<file path="config.mk">
export PLATFORM = sky130hd
export DESIGN_NAME = bundle_decoder
export DESIGN_NICKNAME = d
export VERILOG_FILES = /design/src/rtl/bdec_pkg.sv /design/src/rtl/bdec_field_split.sv /design/src/rtl/bdec_template_rom.sv /design/src/rtl/bdec_out_stage.sv /design/src/rtl/bundle_decoder.sv
export SDC_FILE = /design/constraint.sdc
export NUM_CORES = 1
export LEC_CHECK = 0
export BUFFER_PORTS_ARGS = -buffer_cell sky130_fd_sc_hd__buf_2
export CORE_UTILIZATION = 45
export CTS_BUF_LIST = sky130_fd_sc_hd__clkbuf_16
export DETAILED_ROUTE_END_ITERATION = 10
export PLACE_DENSITY = 0.76
export SETUP_SLACK_MARGIN = 0.2
export SYNTH_ARGS = -nofsm -noshare
export SYNTH_HDL_FRONTEND = slang
export SYNTH_SLANG_ARGS = --single-unit
</file>
<file path="constraint.sdc">
create_clock -name clk -period 1.6 [get_ports clk]
set_input_delay 0.16 -clock clk [delete_from_list [all_inputs] [get_ports clk]]
set_output_delay 0.16 -clock clk [all_outputs]
set_load 0.01 [all_outputs]
</file>
<file path="src/rtl/bdec_pkg.sv">
package bdec_pkg;
  localparam int NSLOT  = 3;
  localparam int TMPL_W = 5;
  localparam int UNIT_W = 2;

  typedef enum logic [UNIT_W-1:0] {
    UNIT_ALU = 2'd0,
    UNIT_MEM = 2'd1,
    UNIT_FP  = 2'd2,
    UNIT_BR  = 2'd3
  } unit_e;

  typedef struct packed {
    logic                    illegal;
    logic [NSLOT-1:0]        stop;
    logic [NSLOT*UNIT_W-1:0] units;
  } tmpl_info_t;

  function automatic logic [NSLOT*UNIT_W-1:0] pack_units(unit_e s0, unit_e s1, unit_e s2);
    return {s2, s1, s0};
  endfunction

  function automatic tmpl_info_t tmpl_lookup(logic [TMPL_W-1:0] t);
    tmpl_info_t r;
    logic [TMPL_W-2:0] p;
    p = t[TMPL_W-1:1];
    r = '0;
    case (p)
      4'd0:  r.units = pack_units(UNIT_ALU, UNIT_ALU, UNIT_ALU);
      4'd1:  r.units = pack_units(UNIT_MEM, UNIT_ALU, UNIT_ALU);
      4'd2:  r.units = pack_units(UNIT_MEM, UNIT_MEM, UNIT_ALU);
      4'd3:  r.units = pack_units(UNIT_MEM, UNIT_ALU, UNIT_BR);
      4'd4:  r.units = pack_units(UNIT_MEM, UNIT_FP,  UNIT_ALU);
      4'd5:  r.units = pack_units(UNIT_MEM, UNIT_MEM, UNIT_FP);
      4'd6:  r.units = pack_units(UNIT_MEM, UNIT_FP,  UNIT_BR);
      4'd7:  r.units = pack_units(UNIT_ALU, UNIT_ALU, UNIT_BR);
      4'd8:  r.units = pack_units(UNIT_MEM, UNIT_BR,  UNIT_BR);
      4'd9:  r.units = pack_units(UNIT_BR,  UNIT_BR,  UNIT_BR);
      4'd10: begin
        r.units   = pack_units(UNIT_MEM, UNIT_ALU, UNIT_ALU);
        r.stop[1] = 1'b1;
      end
      4'd11: begin
        r.units   = pack_units(UNIT_MEM, UNIT_MEM, UNIT_ALU);
        r.stop[0] = 1'b1;
      end
      4'd12: r.units = pack_units(UNIT_FP, UNIT_FP, UNIT_BR);
      default: r.illegal = 1'b1;
    endcase
    if (!r.illegal) r.stop[NSLOT-1] = t[0];
    return r;
  endfunction
endpackage

</file>
<file path="src/rtl/bdec_field_split.sv">
module bdec_field_split #(
  parameter int BUNDLE_W = 128,
  parameter int SLOT_W   = 41,
  parameter int TMPL_W   = 5,
  parameter int NSLOT    = 3
) (
  input  logic [BUNDLE_W-1:0]     bundle,
  output logic [TMPL_W-1:0]       tmpl,
  output logic [NSLOT*SLOT_W-1:0] slots
);
  localparam int USED_W = TMPL_W + NSLOT * SLOT_W;

  initial begin
    if (USED_W != BUNDLE_W) $error("bundle width does not match fields");
  end

  assign tmpl = bundle[TMPL_W-1:0];

  for (genvar i = 0; i < NSLOT; i++) begin : g_slot
    assign slots[i*SLOT_W +: SLOT_W] = bundle[TMPL_W + i*SLOT_W +: SLOT_W];
  end
endmodule

</file>
<file path="src/rtl/bdec_template_rom.sv">
module bdec_template_rom
  import bdec_pkg::*;
(
  input  logic [TMPL_W-1:0] tmpl,
  output tmpl_info_t        info,
  output logic [NSLOT-1:0]  slot_vld
);
  always_comb begin
    info     = tmpl_lookup(tmpl);
    slot_vld = info.illegal ? '0 : '1;
  end
endmodule

</file>
<file path="src/rtl/bdec_out_stage.sv">
module bdec_out_stage #(
  parameter int DW = 8
) (
  input  logic          clk,
  input  logic          rst,
  input  logic          in_valid,
  output logic          in_ready,
  input  logic [DW-1:0] in_data,
  output logic          out_valid,
  input  logic          out_ready,
  output logic [DW-1:0] out_data
);
  logic          valid_q;
  logic [DW-1:0] data_q;

  assign in_ready  = out_ready | ~valid_q;
  assign out_valid = valid_q;
  assign out_data  = data_q;

  always_ff @(posedge clk) begin
    if (rst) begin
      valid_q <= 1'b0;
      data_q  <= '0;
    end else if (in_ready) begin
      valid_q <= in_valid;
      if (in_valid) data_q <= in_data;
    end
  end
endmodule

</file>
<file path="src/rtl/bundle_decoder.sv">
module bundle_decoder
  import bdec_pkg::*;
#(
  parameter int BUNDLE_W = 128,
  parameter int SLOT_W   = 41
) (
  input  logic                       clk,
  input  logic                       rst,
  input  logic                       in_valid,
  output logic                       in_ready,
  input  logic [BUNDLE_W-1:0]        in_bundle,
  output logic                       out_valid,
  input  logic                       out_ready,
  output logic [NSLOT*SLOT_W-1:0]    out_slot,
  output logic [NSLOT*UNIT_W-1:0]    out_unit,
  output logic [NSLOT-1:0]           out_slot_vld,
  output logic [NSLOT-1:0]           out_stop,
  output logic                       out_illegal
);
  localparam int SLOTS_W = NSLOT * SLOT_W;
  localparam int PAY_W   = 1 + 2 * NSLOT + NSLOT * UNIT_W + SLOTS_W;

  logic [TMPL_W-1:0]  tmpl;
  logic [SLOTS_W-1:0] slots;
  tmpl_info_t         info;
  logic [NSLOT-1:0]   slot_vld;
  logic [PAY_W-1:0]   pay_d, pay_q;

  bdec_field_split #(
    .BUNDLE_W(BUNDLE_W), .SLOT_W(SLOT_W), .TMPL_W(TMPL_W), .NSLOT(NSLOT)
  ) i_split (
    .bundle(in_bundle), .tmpl(tmpl), .slots(slots)
  );

  bdec_template_rom i_rom (
    .tmpl(tmpl), .info(info), .slot_vld(slot_vld)
  );

  assign pay_d = {info.illegal, info.stop, slot_vld, info.units, slots};

  bdec_out_stage #(.DW(PAY_W)) i_stage (
    .clk(clk), .rst(rst),
    .in_valid(in_valid), .in_ready(in_ready), .in_data(pay_d),
    .out_valid(out_valid), .out_ready(out_ready), .out_data(pay_q)
  );

  assign {out_illegal, out_stop, out_slot_vld, out_unit, out_slot} = pay_q;
endmodule

</file>
# Yosys cells after proc, flatten, opt, wreduce, memory -nomap -nowiden

Cells that the tools add are included.
Widths: inputs -> output; s select.

Equal/unequal tests: 12
Bitwise operators: 2
Reduce and logical (&&, ||, !) cells: 5
Muxes and demuxes: 6

Operator list:

| cell               | count |
|---|---|
| $pmux 6 s10        | 1 |
| $eq 4x4->1 const B | 5 |
| $eq 4x3->1 const B | 4 |
| $reduce_or 13->1   | 1 |
| $eq 4x2->1 const B | 2 |
| $eq 4x1->1 const B | 1 |
| $logic_not 4->1    | 1 |
| $mux 1             | 4 |
| $reduce_or 2->1    | 2 |
| $mux 3             | 1 |
| $reduce_and 2->1   | 1 |
| $not 1->1          | 1 |
| $or 1x1->1         | 1 |

Word-level logic and storage cells: 27
Bits of input ports: 132
Output and inout bits: 138
Register bits after elaboration: 137

# Longest topological paths before layout

Gate-level depths: netlist of the first run.

Depth in word-level cells: 3
Mapped depth: 7
Gate-level depth less buffers: 4

# Cells and area by module

Synthesis of the first run repeated with hierarchy kept, for this count alone.

Cell total of the unflattened synthesis: 785
Area total of the unflattened synthesis: 7129.3 µm²

By module, submodules not included:

| module            | sequential area each (µm²) | area each (µm²) | instances | cells an instance |
|---|---|---|---|---|
| bdec_out_stage    | 2742.6                     | 5931.9          | 1         | 623 |
| bdec_field_split  | 0.0                        | 960.9           | 1         | 128 |
| bdec_template_rom | 0.0                        | 236.5           | 1         | 34 |

# Worst setup path after synthesis of the first run

OpenSTA, ideal clock, no wires.

Path kind: register to register
Start point: reg i_stage.valid_q, in the netlist i_stage.out_valid
End point: reg i_stage.data_q[103], in the netlist i_stage.out_data[103]
Buffers on the path: 2
Clock period less this slack: 1.301 ns
Setup time: 0.070 ns
Arrival time: 1.230 ns
Path slack: 0.299 ns
Stages on the path, launching flop included: 7
Data required time: 1.530 ns
Cell sequence: dfxtp_1 nor2b_1 buf_2 inv_2 clkbuf_1 nand3_1 a21oi_1

Longest elaborated chain between the ends: 3

RTL lines:

| what                              | line                 | source |
|---|---|---|
| from (decl)                       | bdec_out_stage.sv:13 | `logic valid_q;` |
| from (signal assigned)            | bdec_out_stage.sv:25 | `valid_q <= in_valid;` |
| $not 1->1                         | bdec_out_stage.sv:16 | `assign in_ready = out_ready \| ~valid_q;` |
| $or 1x1->1                        | bdec_out_stage.sv:16 |  |
| named net in_ready                | bundle_decoder.sv:10 | `output logic in_ready,` |
| $reduce_and 2->1 (no source line) | -                    |  |
| to (signal assigned)              | bdec_out_stage.sv:26 | `if (in_valid) data_q <= in_data;` |
| to (decl)                         | bdec_out_stage.sv:14 | `logic [DW-1:0] data_q;` |

The timed path passes the listed nets, and every way through them passes these cells.
A chain may end at the register's enable or synchronous reset.

# Final worst setup path of the first run

Start point: reg i_stage.valid_q, in the netlist i_stage.out_valid
End point: reg i_stage.data_q[123], in the netlist i_stage.out_data[123]

Longest elaborated chain between the ends: 3

RTL lines:

| what                              | line |
|---|---|
| $not 1->1                         | bdec_out_stage.sv:16 |
| $or 1x1->1                        | bdec_out_stage.sv:16 |
| $reduce_and 2->1 (no source line) | - |

No other way between the ends.

==> flow_metrics.py, run 1 <==
metrics = {
    "status": {
        "result_of_the_run": "finished clean",
    },
    "worst_setup_path": {
        "critPathMaxStageDelay_ns": 0.33,
        "r2r_end": "i_stage.out_data[123]",
        "timing.critical_path.to_type": "flip-flop",
        "worst-endpoint-arrival_ns": 1.71,
        "crit_path_top_delay_cell": "sky130_fd_sc_hd__or3_4",
        "worst-r2r-cell-count": 5,
        "timing.rr.start": "i_stage.out_valid",
        "kind_of_launch_point_of_the_worst_setup_path": "flip-flop",
        "setup.worst_path.class": "flip-flop to flip-flop",
        "worst-r2r-setup-slack_ns": 0.21,
        "worstPathCellList": "nor2b_4, buf_8, buf_12, or3_4, o32ai_2",
        "crit_path_max_fanout": 5,
        "cp.required_ns": 1.92,
    },
    "die": {
        "rows": 39,
        "die_span_x_um": 109.9,
        "initial_core_utilization_pct": 46.09,
        "die_h_um": 109.9,
        "die_area_um2": 12080,
        "top_level_ports": 270,
        "core_region_area_um2": 11370,
    },
    "placement": {
        "place_congestion": 0.7407,
        "dp_hpwl_mm": 9.861,
        "numPlacedInstances": 983,
        "portBuffers": 269,
        "place_ws_ns": 0.2847,
    },
    "timing": {
        "max-slew-margin-rel_pct": 72.81,
        "number_of_setup_violations_in_the_final_report": 0,
        "setup_tns_ns": 0,
        "rsz0062_at_grt": "yes",
        "report.final.hold_viol_count": 0,
        "setup_ws_ns": 0.2118,
        "maximum_clock_frequency_ghz": 0.7203,
        "finalCritPeriodShare_pct": 86.77,
        "fin_worst_skew_ns": 0.01239,
        "finalWorstPathRequiredPeriod_ns": 1.388,
        "timing_max_transition_violations_final": 0,
        "worst-slew-pin-transition_ns": 0.4078,
    },
    "grt": {
        "grt_pass1_vias": 5314,
        "grt.total_usage_pct": 28.00,
        "maximum_number_of_pins_on_one_net_before_global_route_repair": 78,
        "grt_antenna_before_repair": 0,
        "grt_ovf": 0,
        "grt_pass1_wl_mm": 25.83,
    },
    "synthesis": {
        "synth-seq-cells": 135,
        "async_reset_ff_share_pct": 0,
        "post_synthesis_net_count": 769,
        "synthDistinctLibCells": 33,
        "area_of_the_mapped_netlist_um2": 5240,
        "number_of_enable_type_register_cells_in_the_synthesized_netlist": 0,
        "synthTopCellsByArea": "sky130_fd_sc_hd__dfxtp_1, sky130_fd_sc_hd__a21oi_1, sky130_fd_sc_hd__nand3_1",
        "netlist.top_cell.by_area": "sky130_fd_sc_hd__dfxtp_1",
        "syn_inst": 637,
        "synth_top_flop_cell": "sky130_fd_sc_hd__dfxtp_1",
        "syn-mean-instance-area_um2": 8.226,
        "ys_seq_area_share_pct": 51.58,
        "yosysTopAreaCellShare_pct": 51.58,
        "yosysWarnings": 0,
    },
    "power_and_ir_drop": {
        "cellPowerDensity_nw_per_um2": 1030,
        "internal_power_mw": 6.052,
        "max-vdd-ir-drop_v": 0.0008108,
        "power.static_leakage_nw": 3.611,
        "switching_share_pct": 25.79,
        "net_switching_power_mw": 2.103,
        "p_seq_share_pct": 44.7,
        "power.clock.fraction_pct": 39.6,
        "relative_contribution_of_combinational_cells_to_total_power_pct": 15.7,
    },
    "clock_tree": {
        "cts_max_path_buffers": 2,
        "ctsHtreeMaxLevel": 4,
        "cts_tree": "built",
        "clock_latency_of_the_later_clocked_register_in_the_worst_skew_pair_ns": 0.42,
        "numCtsBuffers": 17,
        "clkTransAtPathRegs_ns": 0.05,
        "clock-sinks": 135,
        "clock-root-buffer": "sky130_fd_sc_hd__clkbuf_16",
    },
    "route": {
        "route.final.wire_length_mm": 18.00,
        "detail_route.vias_per_cell": 5.586,
        "drt_iter0_markers": 611,
        "drc": 0,
        "detailroute.via_count": 6044,
        "antenna_left": 0,
        "drtPass1Iterations": 7,
        "post_drt_wl_per_cell_um": 16.63,
    },
    "cells_and_area": {
        "post-route-util_pct": 69.60,
        "final_cells": 1082,
        "syn_to_final_growth_pct": 51.03,
        "num-nets-final": 1060,
        "drive_above_1_share_pct": 34.50,
        "diodes": 0,
    },
    "worst_hold_path": {
        "hold_path.startpoint": "in_bundle[39]",
        "worstHoldEndpoint": "i_stage.out_data[34]",
        "min_path_cells": 3,
        "holdCritPathClass": "primary input to flip-flop",
    },
    "flow_run": {
        "drv.max_cap_violation_count": 0,
    },
}
==> metal layers <==
metal	vias up	track usage (%)	share of wire, %
met1	2829	32.81	40
met3	48	9.010	8.6
met2	299	44.69	48
met4	0	16.38	3.6
li1	2868	-	-
met5	-	0	0
==> power groups by stage <==
| stage | Sequential (mW) | Clock (mW) | Combinational, mW |
|---|---|---|---|
| floorplan | 3.81 | 0 | 0.489 |
| global placement | 3.71 | 0 | 1.07 |
| detailed placement | 3.71 | 0 | 1.07 |
| CTS | 3.64 | 3.29 | 1.23 |
| global route | 3.67 | 3.46 | 1.40 |
| finish | 3.65 | 3.23 | 1.28 |
==> flip-flops by register name (all words and copies together), names as in the netlist <==
signal / count
i_stage.out_data: 134
i_stage.out_valid: 1
==> cells by family (layout without fill, tap and decap cells) <==
kind of cell,Yosys count,in the layout,share of synthesized area (%)
AOI/OAI and AO/OA,274,274,26.89
xor gates and xnor gates,1,1,0.1672
buffers and inverters,81,383,6.877
DFF,135,135,51.58
and+or+nand+nor,146,146,14.49
==> worst max path at each step <==
stage / start / end / slack [ns]
5_1_grt: i_stage.out_valid / in_ready / 0.19
2_1_floorplan: i_stage.out_valid / i_stage.out_data[103] / 0.30
4_1_cts: i_stage.out_valid / i_stage.out_data[123] / 0.19
3_5_place_dp: i_stage.out_valid / i_stage.out_data[123] / 0.28
3_3_place_gp: i_stage.out_valid / i_stage.out_data[123] / 0.29
6_report: i_stage.out_valid / i_stage.out_data[123] / 0.21
==> through the flow <==
stage / area [um2] / hold WS [ns] / power (mW)
after detailed placement: 6603 / 0.4210 / 4.789
after global routing: 7914 / 0.005989 / 8.530
final: 7914 / 0.007920 / 8.155
after global placement: 6603 / 0.4161 / 4.776
after floorplan: 5240 / 0.3077 / 4.301
after CTS: 7780 / 0.0001363 / 8.162
==> synthesized netlist by cell type, types with 2 or more instances <==
| library cell | instances |
|---|---|
| sky130_fd_sc_hd__clkbuf_1 | 37 |
| sky130_fd_sc_hd__buf_1 | 12 |
| sky130_fd_sc_hd__buf_2 | 25 |
| sky130_fd_sc_hd__nor2_1 | 3 |
| sky130_fd_sc_hd__buf_4 | 4 |
| sky130_fd_sc_hd__or3_1 | 3 |
| sky130_fd_sc_hd__nand2_1 | 2 |
| sky130_fd_sc_hd__nor2b_1 | 3 |
| sky130_fd_sc_hd__o21ai_1 | 31 |
| sky130_fd_sc_hd__o21ai_0 | 99 |
| sky130_fd_sc_hd__dfxtp_1 | 135 |
| sky130_fd_sc_hd__nand2b_1 | 3 |
| sky130_fd_sc_hd__nand4_1 | 3 |
| sky130_fd_sc_hd__a311oi_1 | 2 |
| sky130_fd_sc_hd__nand3_1 | 123 |
| sky130_fd_sc_hd__a21oi_1 | 135 |
==> layout by cell type, fill, tap and decap left out, types with 7 or more instances in the layout <==
cell type	n
sky130_fd_sc_hd__buf_2	266
sky130_fd_sc_hd__a21oi_1	135
sky130_fd_sc_hd__dfxtp_1	134
sky130_fd_sc_hd__nand3_1	123
sky130_fd_sc_hd__o21ai_0	99
sky130_fd_sc_hd__dlygate4sd3_1	54
sky130_fd_sc_hd__o21ai_1	31
sky130_fd_sc_hd__clkbuf_16	19
sky130_fd_sc_hd__buf_4	14
sky130_fd_sc_hd__inv_1	7
sky130_fd_sc_hd__buf_12	7
==> layout make-up <==
cell class / instances / area [um2]
clock buffers: 17 / 425.4
flip-flops and latches: 135 / 2704
inverters: 2 / 12.51
multi-input cells: 421 / 2185
well taps: 143 / 178.9
clock inverters: 13 / 56.30
fillers: 927 / 3456
repair buffers: 351 / 2352
==> timing repair <==
| action | 4_1_cts | 5_1_grt |
|---|---|---|
| resized for setup | 3 | 8 |
| gates cloned | 3 | 2 |
| buffers inserted | 6 | 4 |
| endpoints found under the setup margin | 1 | 39 |
| hold endpoints to repair | 54 | 0 |
| hold buffers | 54 | 0 |
==> critical path: cells and delay by family (launching register included) <==
family / cells / cell delay (ns)
AOI/OAI and AO/OA: 1 / 0.25
DFF: 1 / 0.31
buffers and inverters: 2 / 0.27
and+or+nand+nor: 2 / 0.46
Note: power is estimated with default switching activity, not from simulation.
==> inputs of run 2 (changes only) <==
--- a/config.mk
+++ b/config.mk
@@ -6,10 +6,11 @@
 export NUM_CORES = 1
 export LEC_CHECK = 0
 export BUFFER_PORTS_ARGS = -buffer_cell sky130_fd_sc_hd__buf_2
+export CORE_ASPECT_RATIO = 1.2
 export CORE_UTILIZATION = 45
 export CTS_BUF_LIST = sky130_fd_sc_hd__clkbuf_16
 export DETAILED_ROUTE_END_ITERATION = 10
-export PLACE_DENSITY = 0.76
+export PLACE_DENSITY_LB_ADDON = 0.05
 export SETUP_SLACK_MARGIN = 0.2
 export SYNTH_ARGS = -nofsm -noshare
 export SYNTH_HDL_FRONTEND = slang
==> run 2 against run 1 <==
Worst hold slack improved by 0.0079 ns. Critical path type unchanged. Critical endpoint is now i_stage.out_data[88]. Sequential share of layout area rose by 2.2 points. Setup slack better by 0.016 ns. Cell area is 6.2% lower. Sequential power about the same. Register-to-register slack better by 0.02 ns. Power up 1.9%. Largest power group unchanged. Global-route usage down 1.2 points.
==> flow_metrics.py, run 2 (same netlist as run 1, synthesis figures left out) <==
metrics = {
    "status": {
        "result_of_the_run": "finished clean",
    },
    "die": {
        "core_region_area_um2": 11190,
        "die_span_x_um": 100.5,
        "initial_core_utilization_pct": 46.81,
        "die_area_um2": 12080,
        "top_level_ports": 270,
        "rows": 42,
        "die_h_um": 120.2,
    },
    "worst_setup_path": {
        "setup.worst_path.class": "flip-flop to flip-flop",
        "worst-endpoint-arrival_ns": 1.70,
        "kind_of_launch_point_of_the_worst_setup_path": "flip-flop",
        "crit_path_top_delay_cell": "sky130_fd_sc_hd__buf_4",
        "worst-r2r-setup-slack_ns": 0.23,
        "r2r_end": "i_stage.out_data[88]",
        "cp.required_ns": 1.93,
        "timing.critical_path.to_type": "flip-flop",
        "crit_path_max_fanout": 31,
        "timing.rr.start": "i_stage.out_valid",
        "worstPathCellList": "nor2b_4, clkinv_4, buf_4, buf_4, nand3_1, a21oi_1",
        "critPathMostFrequentCell": "sky130_fd_sc_hd__buf_4",
        "worst-r2r-cell-count": 6,
        "critPathMaxStageDelay_ns": 0.34,
    },
    "timing": {
        "report.final.hold_viol_count": 0,
        "worst-slew-pin-transition_ns": 0.4537,
        "setup_tns_ns": 0,
        "timing_max_transition_violations_final": 0,
        "number_of_setup_violations_in_the_final_report": 0,
        "finalWorstPathRequiredPeriod_ns": 1.373,
        "rsz0062_at_grt": "yes",
        "setup_ws_ns": 0.2274,
        "maximum_clock_frequency_ghz": 0.7286,
        "finalCritPeriodShare_pct": 85.79,
        "max-slew-margin-rel_pct": 69.76,
        "fin_worst_skew_ns": 0.006160,
    },
    "grt": {
        "grt_ovf": 0,
        "grt_antenna_before_repair": 0,
        "grt_pass1_wl_mm": 25.67,
        "grt_pass1_vias": 5160,
        "grt.total_usage_pct": 26.82,
        "maximum_number_of_pins_on_one_net_before_global_route_repair": 96,
    },
    "route": {
        "antenna_left": 0,
        "drt_iter0_markers": 324,
        "detail_route.vias_per_cell": 5.455,
        "drtPass1Iterations": 5,
        "detailroute.via_count": 5722,
        "route.final.wire_length_mm": 16.49,
        "post_drt_wl_per_cell_um": 15.72,
        "drc": 0,
    },
    "clock_tree": {
        "cts_max_path_buffers": 2,
        "numCtsBuffers": 17,
        "clock-sinks": 135,
        "clkTransAtPathRegs_ns": 0.06,
        "ctsHtreeMaxLevel": 4,
        "cts_tree": "built",
        "clock_latency_of_the_later_clocked_register_in_the_worst_skew_pair_ns": 0.40,
        "clock-root-buffer": "sky130_fd_sc_hd__clkbuf_16",
    },
    "placement": {
        "detailed_place.area_um2": 6619,
        "portBuffers": 269,
        "dp_hpwl_mm": 10.47,
        "place_congestion": 0.7854,
        "place_ws_ns": 0.2003,
    },
    "cells_and_area": {
        "total_area_of_multi_input_combinational_cells_um2": 2185,
        "diodes": 0,
        "post-route-util_pct": 66.34,
        "final.fill_count": 976,
        "num-nets-final": 1014,
        "syn_to_final_growth_pct": 41.71,
        "area.sequential_um2": 2704,
        "post-route-cell-area_um2": 7426,
        "largest_reg_flops": 134,
        "layout_common_cells": "sky130_fd_sc_hd__buf_2, sky130_fd_sc_hd__a21oi_1, sky130_fd_sc_hd__dfxtp_1",
        "drive_above_1_share_pct": 36.54,
        "layout_commonest_cell": "sky130_fd_sc_hd__buf_2",
    },
    "power_and_ir_drop": {
        "cellPowerDensity_nw_per_um2": 1119,
        "max-vdd-ir-drop_v": 0.0006749,
        "power.static_leakage_nw": 3.372,
        "power.total_mw": 8.309,
    },
    "worst_hold_path": {
        "worstHoldEndpoint": "i_stage.out_data[0]",
        "holdCritPathClass": "primary input to flip-flop",
        "hold_path.startpoint": "in_bundle[5]",
        "min_path_cells": 3,
    },
    "flow_run": {
        "drv.max_cap_violation_count": 0,
    },
}
run 2: worst max-delay path by stage:
stage                                 start                     to  slack, ns
after floorplan           i_stage.out_valid  i_stage.out_data[103]       0.30
after global placement    i_stage.out_valid  i_stage.out_data[128]       0.25
after detailed placement  i_stage.out_valid  i_stage.out_data[128]       0.20
after CTS                 i_stage.out_valid               in_ready       0.17
after global routing      i_stage.out_valid   i_stage.out_data[50]       0.12
final                     i_stage.out_valid   i_stage.out_data[88]       0.23
run 2: timing repair:
action	4_1_cts	5_1_grt
cloned	1	1
hold endpoints to repair	12	1
gates resized for setup	2	8
setup buffers	2	4
setup endpoints to repair	2	87
hold buffers	12	1
run 2: final cells by class:
| class | count | share of cell area [%] |
|---|---|---|
| tap | 154 | 2.595 |
| multi-input combinational | 421 | 29.42 |
| inverter | 2 | 0.2022 |
| clock buffer | 17 | 5.729 |
| sequential | 135 | 36.41 |
| clock inverter | 15 | 1.550 |
| timing repair buffer | 305 | 24.09 |
run 2: per-stage QoR:
step	hold slack (ns)	std cells
after floorplan	0.3077	637
after global placement	0.4132	996
after detailed placement	0.4201	996
after CTS	0.001741	1043
after global routing	0.0006962	1049
final	0.01584	1049
run 2: metal layers:
metal | GRT usage, % | part of all wire [%]
met5 | 0 | 0
met4 | 11.59 | 2.7
met3 | 7.457 | 6.8
met2 | 43.88 | 50
met1 | 32.87 | 40
run 2: worst max-delay path, delay by kind of cell, from the launching register on:
family | cells | cell delay (ns)
AO/OA/AOI/OAI | 1 | 0.17
buffers and inverters | 3 | 0.56
flip-flops | 1 | 0.31
AND/OR/NAND/NOR | 2 | 0.26
run 2: power breakdown:
group	total (mW)	switching (mW)	internal, mW
registers	3.65	0.0846	3.56
logic	1.14	0.641	0.496
clock network	3.53	1.42	2.11
==> inputs of run 3 (changes only) <==
--- a/config.mk
+++ b/config.mk
@@ -5,12 +5,13 @@
 export SDC_FILE = /design/constraint.sdc
 export NUM_CORES = 1
 export LEC_CHECK = 0
-export BUFFER_PORTS_ARGS = -buffer_cell sky130_fd_sc_hd__buf_2
 export CORE_ASPECT_RATIO = 1.2
 export CORE_UTILIZATION = 45
 export CTS_BUF_LIST = sky130_fd_sc_hd__clkbuf_16
 export DETAILED_ROUTE_END_ITERATION = 10
+export DONT_BUFFER_PORTS = 1
 export PLACE_DENSITY_LB_ADDON = 0.05
+export RECOVER_POWER = 25
 export SETUP_SLACK_MARGIN = 0.2
 export SYNTH_ARGS = -nofsm -noshare
 export SYNTH_HDL_FRONTEND = slang
==> run 3 against run 2 <==
The flow now finishes with violations (hold timing). Largest cell class unchanged. Non-clock buffer count down 284. First-iteration DRC count up 11%. Combinational power down 54%. Via count down 19%. Die area unchanged. Cell area down 19%. Register-to-register slack about the same. Count of clock-buffer cells in the layout unchanged. Sequential power up 4%. Setup slack worse by 0.0075 ns. Clock skew about the same. Power down 2.2%.
==> flow_metrics.py, run 3 (same netlist as run 1, synthesis figures left out) <==
metrics = {
    "status": {
        "result_of_the_run": "finished, violations left",
        "failed_checks": "hold timing",
    },
    "route": {
        "detail_route.vias_per_cell": 6.101,
        "post_drt_wl_per_cell_um": 20.36,
        "antenna_left": 0,
        "drc": 0,
        "drt_iter0_markers": 360,
        "drtPass1Iterations": 4,
        "detailroute.via_count": 4661,
        "route.final.wire_length_mm": 15.56,
    },
    "worst_setup_path": {
        "timing.rr.start": "i_stage.out_valid",
        "critPathLaunch": "i_stage.out_valid",
        "worst-endpoint-arrival_ns": 1.67,
        "crit_path_max_fanout": 12,
        "worst-r2r-setup-slack_ns": 0.22,
        "kind_of_launch_point_of_the_worst_setup_path": "flip-flop",
        "cp.required_ns": 1.89,
        "r2r_end": "i_stage.out_data[131]",
        "timing.critical_path.to_type": "flip-flop",
        "setup.worst_path.class": "flip-flop to flip-flop",
        "critPathCapture": "i_stage.out_data[131]",
        "worst-r2r-cell-count": 5,
    },
    "die": {
        "die_span_x_um": 100.5,
        "initial_core_utilization_pct": 46.81,
        "rows": 42,
        "core_region_area_um2": 11190,
        "die_h_um": 120.2,
        "top_level_ports": 270,
        "die_area_um2": 12080,
    },
    "grt": {
        "maximum_number_of_pins_on_one_net_before_global_route_repair": 137,
        "grt_antenna_before_repair": 0,
        "grt_pass1_wl_mm": 22.64,
        "grt_pass1_vias": 4227,
        "grt.total_usage_pct": 23.92,
        "grt_ovf": 0,
    },
    "clock_tree": {
        "cts_hold_buffers": 1,
        "clkTransAtPathRegs_ns": 0.05,
        "clock-root-buffer": "sky130_fd_sc_hd__clkbuf_16",
        "clock-sinks": 135,
        "numCtsBuffers": 17,
        "cts_tree": "built",
        "clock_latency_of_the_later_clocked_register_in_the_worst_skew_pair_ns": 0.40,
        "cts_max_path_buffers": 2,
        "ctsHtreeMaxLevel": 4,
    },
    "timing": {
        "setup_tns_ns": 0,
        "max-slew-margin-rel_pct": 57.71,
        "timing_max_transition_violations_final": 0,
        "worst-slew-pin-transition_ns": 0.6343,
        "number_of_setup_violations_in_the_final_report": 0,
        "setup_ws_ns": 0.2200,
        "maximum_clock_frequency_ghz": 0.7246,
        "whs_ns": -0.1648,
        "report.final.hold_viol_count": 134,
        "fin_worst_skew_ns": 0.006579,
        "finalWorstPathRequiredPeriod_ns": 1.380,
        "rsz0062_at_grt": "yes",
        "finalCritPeriodShare_pct": 86.25,
    },
    "power_and_ir_drop": {
        "power.static_leakage_nw": 2.126,
        "cellPowerDensity_nw_per_um2": 1353,
        "max-vdd-ir-drop_v": 0.0007716,
    },
    "cells_and_area": {
        "num-nets-final": 730,
        "area.sequential_um2": 2704,
        "post-route-util_pct": 53.63,
        "syn_to_final_growth_pct": 14.57,
        "diodes": 0,
        "largest_reg_flops": 134,
        "layout_commonest_cell": "sky130_fd_sc_hd__a21oi_1",
        "final.fill_count": 1064,
        "total_area_of_multi_input_combinational_cells_um2": 2190,
        "drive_above_1_share_pct": 8.689,
        "post-route-cell-area_um2": 6003,
        "layout_common_cells": "sky130_fd_sc_hd__a21oi_1, sky130_fd_sc_hd__dfxtp_1, sky130_fd_sc_hd__nand3_1",
    },
    "placement": {
        "place_ws_ns": 0.2045,
        "place_congestion": 0.7126,
        "portBuffers": 0,
        "dp_hpwl_mm": 8.893,
        "detailed_place.area_um2": 5223,
    },
    "flow_run": {
        "drv.max_cap_violation_count": 0,
    },
    "worst_hold_path": {
        "holdCritPathClass": "primary input to flip-flop",
    },
}
-- run 3: cell types whose count changed in the layout (fill, tap and decap cells not counted), moves of 2 or more --
cell / change
sky130_fd_sc_hd__buf_2: -266
sky130_fd_sc_hd__dlygate4sd3_1: -12
sky130_fd_sc_hd__buf_4: -6
sky130_fd_sc_hd__clkbuf_16: +3
sky130_fd_sc_hd__clkinv_4: -3
sky130_fd_sc_hd__buf_12: -2
sky130_fd_sc_hd__buf_6: -2
sky130_fd_sc_hd__bufinv_16: +2
sky130_fd_sc_hd__inv_1: +2
-- run 3: cell type report --
cell class,count,area share (%)
well taps,154,3.210
clock inverters,14,2.397
clock buffers,17,7.086
repair buffers,21,5.544
multi-input cells,421,36.47
inverters,2,0.2501
flip-flops and latches,135,45.04
-- run 3: where the power goes --
part | internal [mW] | switching, mW | total [mW]
logic | 0.240 | 0.290 | 0.530
registers | 3.56 | 0.232 | 3.80
clock network | 2.40 | 1.40 | 3.80
total | 6.20 | 1.92 | 8.12
-- run 3: worst min path at each step --
stage	from	to	slack [ns]	cells past startpoint
2_1_floorplan	in_bundle[116]	i_stage.out_data[111]	0.31	2
3_3_place_gp	rst	i_stage.out_data[20]	0.24	1
3_5_place_dp	rst	i_stage.out_data[20]	0.24	1
4_1_cts	rst	i_stage.out_data[20]	-0.19	1
5_1_grt	rst	i_stage.out_data[13]	-0.19	1
6_report	rst	i_stage.out_data[20]	-0.16	1
-- run 3: metal layers --
metal / GRT usage [%] / share of wire [%]
met1: 28.07 / 39
met2: 39.38 / 49
met3: 8.382 / 9.5
met4: 10.14 / 2.3
met5: 0 / 0
-- run 3: timing repair --
| action | CTS | global route |
|---|---|---|
| gates resized for setup | 1 | 5 |
| endpoints found under the hold margin | 135 | 135 |
| cloned | 1 | 4 |
| endpoints found under the setup margin | 4 | 41 |
| buffers inserted | 3 | 3 |
-- run 3: worst max-delay path, cell delays in order, from the launching register on --
cell and delay (ns):
sky130_fd_sc_hd__dfxtp_2 0.31, sky130_fd_sc_hd__nor2b_4 0.14, sky130_fd_sc_hd__buf_4 0.16, sky130_fd_sc_hd__buf_12 0.15
sky130_fd_sc_hd__or3_4 0.37, sky130_fd_sc_hd__nor3b_1 0.14
-- run 3: stage by stage --
step / cells / total power [mW]
floorplan: 637 / 4.301
global placement: 721 / 4.320
detailed placement: 721 / 4.343
CTS: 757 / 8.147
global route: 764 / 8.446
finish: 764 / 8.122
